$ cat src/rtl/rfd_pkg.sv
package rfd_pkg;
  localparam int SEL_W  = 3;
  localparam int FUNC_W = 5;
  localparam int CW_W   = 3 * SEL_W + FUNC_W;
  localparam int NREG   = (1 << SEL_W) - 1;

  typedef enum logic [FUNC_W-1:0] {
    FN_PASS = 5'b00000,
    FN_INC  = 5'b00001,
    FN_ADD  = 5'b00010,
    FN_SUB  = 5'b00101,
    FN_DEC  = 5'b00110,
    FN_AND  = 5'b01000,
    FN_OR   = 5'b01010,
    FN_XOR  = 5'b01100,
    FN_NOT  = 5'b01110,
    FN_SHRA = 5'b10000,
    FN_SHL  = 5'b10001
  } func_e;

  typedef struct packed {
    logic [SEL_W-1:0]  src_a;
    logic [SEL_W-1:0]  src_b;
    logic [SEL_W-1:0]  dst;
    logic [FUNC_W-1:0] func;
  } ctrl_t;
endpackage

$ cat src/rtl/rfd_regfile.sv
module rfd_regfile
  import rfd_pkg::*;
#(
  parameter int W = 8
) (
  input  logic                     clk,
  input  logic                     rst_n,
  input  logic [SEL_W-1:0]         dst,
  input  logic [W-1:0]             wdata,
  output logic [NREG-1:0][W-1:0]   reg_q
);
  for (genvar k = 0; k < NREG; k++) begin : g_reg
    logic           wen;
    logic [W-1:0]   nxt;

    always_comb begin
      wen = (dst == SEL_W'(k + 1));
      nxt = wen ? wdata : reg_q[k];
    end

    always_ff @(posedge clk or negedge rst_n) begin
      if (!rst_n) begin
        reg_q[k] <= '0;
      end else if (wen) begin
        reg_q[k] <= nxt;
      end
    end
  end
endmodule

$ cat src/rtl/rfd_srcmux.sv
module rfd_srcmux
  import rfd_pkg::*;
#(
  parameter int W = 8
) (
  input  logic [SEL_W-1:0]         sel,
  input  logic [W-1:0]             ext,
  input  logic [NREG-1:0][W-1:0]   regs,
  output logic [W-1:0]             operand
);
  always_comb begin
    if (sel == '0) begin
      operand = ext;
    end else begin
      operand = regs[sel - SEL_W'(1)];
    end
  end
endmodule

$ cat src/rtl/rfd_alu.sv
module rfd_alu
  import rfd_pkg::*;
#(
  parameter int W = 8
) (
  input  logic [FUNC_W-1:0] func,
  input  logic [W-1:0]      op_a,
  input  logic [W-1:0]      op_b,
  output logic [W-1:0]      res
);
  logic [W-1:0] sum_ab;
  logic [W-1:0] diff_ab;

  always_comb begin
    sum_ab  = op_a + op_b;
    diff_ab = op_a + (~op_b) + W'(1);
  end

  always_comb begin
    case (func)
      FN_PASS: res = op_a;
      FN_INC:  res = op_a + W'(1);
      FN_ADD:  res = sum_ab;
      FN_SUB:  res = diff_ab;
      FN_DEC:  res = op_a - W'(1);
      FN_AND:  res = op_a & op_b;
      FN_OR:   res = op_a | op_b;
      FN_XOR:  res = op_a ^ op_b;
      FN_NOT:  res = ~op_a;
      FN_SHRA: res = {op_a[W-1], op_a[W-1:1]};
      FN_SHL:  res = {op_a[W-2:0], 1'b0};
      default: res = '0;
    endcase
  end
endmodule

$ cat src/rtl/rfd_datapath.sv
module rfd_datapath
  import rfd_pkg::*;
#(
  parameter int W = 8
) (
  input  logic             clk,
  input  logic             rst_n,
  input  logic [CW_W-1:0]  ctrl_word,
  input  logic [W-1:0]     data_in,
  output logic [W-1:0]     result_out
);
  ctrl_t                    cw;
  logic [NREG-1:0][W-1:0]   reg_q;
  logic [W-1:0]             bus_a;
  logic [W-1:0]             bus_b;
  logic [W-1:0]             alu_res;

  assign cw = ctrl_t'(ctrl_word);

  rfd_srcmux #(.W(W)) u_mux_a (
    .sel(cw.src_a), .ext(data_in), .regs(reg_q), .operand(bus_a)
  );

  rfd_srcmux #(.W(W)) u_mux_b (
    .sel(cw.src_b), .ext(data_in), .regs(reg_q), .operand(bus_b)
  );

  rfd_alu #(.W(W)) u_alu (
    .func(cw.func), .op_a(bus_a), .op_b(bus_b), .res(alu_res)
  );

  rfd_regfile #(.W(W)) u_rf (
    .clk(clk), .rst_n(rst_n), .dst(cw.dst), .wdata(alu_res), .reg_q(reg_q)
  );

  assign result_out = alu_res;
endmodule

$ cat config.mk
export PLATFORM = sky130hd
export DESIGN_NAME = rfd_datapath
export DESIGN_NICKNAME = d
export VERILOG_FILES = /design/src/rtl/rfd_pkg.sv /design/src/rtl/rfd_regfile.sv /design/src/rtl/rfd_srcmux.sv /design/src/rtl/rfd_alu.sv /design/src/rtl/rfd_datapath.sv
export SDC_FILE = /design/constraint.sdc
export NUM_CORES = 1
export LEC_CHECK = 0
export ABC_AREA = 1
export ABC_CLOCK_PERIOD_IN_PS = 4850
export BUFFER_PORTS_ARGS = -buffer_cell sky130_fd_sc_hd__buf_2
export CAP_MARGIN = 20
export CELL_PAD_IN_SITES_DETAIL_PLACEMENT = 1
export CELL_PAD_IN_SITES_GLOBAL_PLACEMENT = 1
export CORE_MARGIN = 2
export CORE_UTILIZATION = 40
export CTS_BUF_LIST = sky130_fd_sc_hd__clkbuf_4 sky130_fd_sc_hd__clkbuf_8 sky130_fd_sc_hd__clkbuf_16
export CTS_CLUSTER_SIZE = 8
export DETAILED_ROUTE_END_ITERATION = 8
export PLACE_DENSITY = 0.84
export SKIP_CTS_REPAIR_TIMING = 1
export SYNTH_ARGS = -nofsm -noshare
export SYNTH_HDL_FRONTEND = slang
export SYNTH_SLANG_ARGS = --single-unit
$ cat constraint.sdc
create_clock -name clk -period 4.85 [get_ports clk]
set_input_delay 0.97 -clock clk [delete_from_list [all_inputs] [get_ports clk]]
set_output_delay 0.97 -clock clk [all_outputs]
set_load 0.005 [all_outputs]
==> qor.csv <==
metric,value,unit
TritonCTS clock tree,done,
initial antenna violation count,0,
Slew Limit Fails,0,
mapped cell area,5050,sq um
CTS root buf,clkbuf_16,
DIE HEIGHT,116,microns
leading area contributor after synthesis,dfrtp_1,
worst slew pin tran,0.730,ns
DRC violations left,0,
Max Root-Sink Buffers,2,
"critical path, cell by cell",buf_8 -> inv_8 -> ha_4 -> buf_6 -> nand3_1 -> nand2_1 -> nor2_1 -> nor2_2 -> nor2_4 -> ha_4 -> inv_4 -> nor2_4 -> inv_2 -> a31oi_1 -> ha_1 -> buf_4 -> a21oi_2 -> and2_4 -> nor2_1 -> o21ai_0 -> nand2_1 -> o21ai_1 -> nand4_2 -> buf_2,
"EDFF count, synth",0,
Async SR Flop Fraction,1.00,
failing checks,setup timing,
global-route wire length before repair,30.2,mm
total core area,12500,sq um
Initial Utilization,0.405,
drt pass-1 iters,6,
drt initial violations,384,
CP max stage delay,0.29,ns
share of the synthesized area in the top cell type,0.278,
warnings from Yosys,0,
Final Util,0.532,
Boundary Pins,32,
max reg flops,56,
die outline area,13500,sq um
Crit. End Element,primary output,
slew margin rel.,0.513,
RSZ-0062 raised after global routing,true,
"Net Count, Synth",829,
cells after synthesis,768,
"Reg clk slew, reported paths",0.07,ns
NumNets Final,950,
register with the most flip-flops,u_rf.reg_q,
GRT Total Usage,0.286,
Routed WL,20.6,mm
via density per instance,5.64,
GRT Residual Overflow,0,
Final period util,1.11,
worst setup margin,-0.526,ns
post-route antenna net violation count,0,
Area Growth Syn to Fin,31.4,%
total CTS buffers,5,
Die X,116,microns
routability cong.,0.920,
kind of critical path,in -> out,
Min Hold Slack,0.505,ns
critical path peak fanout,7,
Pwr per Cell Area,317,nW/um^2
pre-CTS setup slack,-0.434,ns
Synth Flop Type,dfrtp_1,
Comb pwr share,0.512,
antenna fix cells,0,
DR WL/cell,19.4,microns
# rows,41,
Fin Setup TNS,-2.49,ns
largest cells by area after synthesis,"dfrtp_1, nand2_1, inv_1",
Net Sw Frac,0.409,
clk sink count,56,
Max Cap Viol,0,
Tot Pwr,0.00210,W
status,"finished, violations left",
top flop regs,u_rf.reg_q: 56 flops,
largest net degree at the start of global routing,57,
htree depth,2,
syn avg cell area,6.57,sq um
hold crit path type,reg -> reg,
Reg power frac,0.292,
share of the yosys chip area belonging to registers,0.278,
share of layout cells above drive strength 1,0.275,
final-report hold violation count,0,
most numerous cell in the Yosys netlist,nand2_1,
min Tclk post-route,5.38,ns
CP max-delay cell,ha_1,
worst skew pair latency,0.30,ns
critical path required time,3.88,ns
Crit path arrival time,4.41,ns
worst vdd ir,0.332,mV
vias in the first global route,5957,
NetSw,0.000860,W
Post-synth top cells,"nand2_1, inv_1, o21ai_0, nor2_1, dfrtp_1",
Startpoint Class,primary input,
synthesized flop and latch total,56,
Leak,3.28,nW
Max Freq,186,MHz
setup-violating endpoint count in the final report,6,
Synth cell types,43,
Post-DP HPWL,15.0,mm
internal power,0.00124,W
Port Buffer Count,31,
Clock Skews,0.00949,ns
vias after detailed routing,5993,
part of the power in the clock network,0.196,
==> worst max-delay path: cells and delay by family <==
kind | cells | cell delay [ns]
simple gates | 10 | 1.20
fa+ha+maj | 3 | 0.73
buf+inv | 7 | 0.74
compound gates | 4 | 0.73
==> worst paths after layout <==
check,startpoint,to,slack [ns],depth (start not counted)
setup / recovery,ctrl_word[8],result_out[5],-0.53,24
hold / removal,u_rf.reg_q[9],u_rf.reg_q[9],0.50,2
setup reg to reg,u_rf.reg_q[1],u_rf.reg_q[37],1.09,24
hold reg to reg,u_rf.reg_q[9],u_rf.reg_q[9],0.50,2
max in group asynchronous,rst_n,u_rf.reg_q[14],3.55,2
min in group asynchronous,rst_n,u_rf.reg_q[9],0.79,2
==> layer usage <==
metal / track usage / routed length, microns / up-vias
met5: 0 / 0 / -
met4: 0.0921 / 657 / 0
met3: 0.0249 / 1120 / 60
met2: 0.528 / 10600 / 228
met1: 0.350 / 8140 / 2973
li1: - / - / 2732
==> metrics by stage <==
stage / instances / area [sq um]
after detailed placement: 1046 / 6070
after CTS: 1054 / 6230
after global routing: 1062 / 6630
after floorplan: 768 / 5120
after global placement: 1046 / 6070
final: 1062 / 6630
==> cell usage in the layout, fill, tap and decap left out, drive strengths merged, types with 3 or more instances in the layout <==
cell and instances:
nand2 186, buf 138, inv 125, o21ai 108, nor2 89, dfrtp 56, nand3 44, a21oi 44
ha 35, nor3 9, o221ai 9, clkbuf 6, o211ai 5, a31oi 5, o2111ai 5, xnor2 3
nand3b 3, nand4 3
==> layout make-up <==
class / count / area (sq um)
Clock buffer: 6 / 133
Clock inverter: 2 / 35.0
Fill cell: 1677 / 5830
Inverter: 126 / 490
Multi-Input combinational cell: 562 / 3340
Sequential cell: 56 / 1400
Tap cell: 172 / 215
Timing Repair Buffer: 138 / 1010
==> cells by family (layout without fill, tap and decap cells) <==
| family | count (synthesis) | after routing | share of synthesized area |
|---|---|---|---|
| AND/OR/NAND/NOR | 337 | 337 | 0.285 |
| AO/OA/AOI/OAI | 185 | 185 | 0.212 |
| buffers and inverters | 150 | 272 | 0.124 |
| flip-flops | 56 | 56 | 0.278 |
| adder cells (fa/ha/maj) | 37 | 37 | 0.0947 |
| XOR/XNOR | 3 | 3 | 0.00669 |
==> power by group through the flow <==
stage	Sequential [W]	Clock [W]	Combinational [W]
after floorplan	0.000596	0	0.000518
after global placement	0.000609	0	0.000865
after detailed placement	0.000615	0	0.000919
after CTS	0.000608	0.000422	0.000931
after global routing	0.000619	0.000429	0.00116
final	0.000612	0.000412	0.00108
Power figures use the tool's default switching activity.
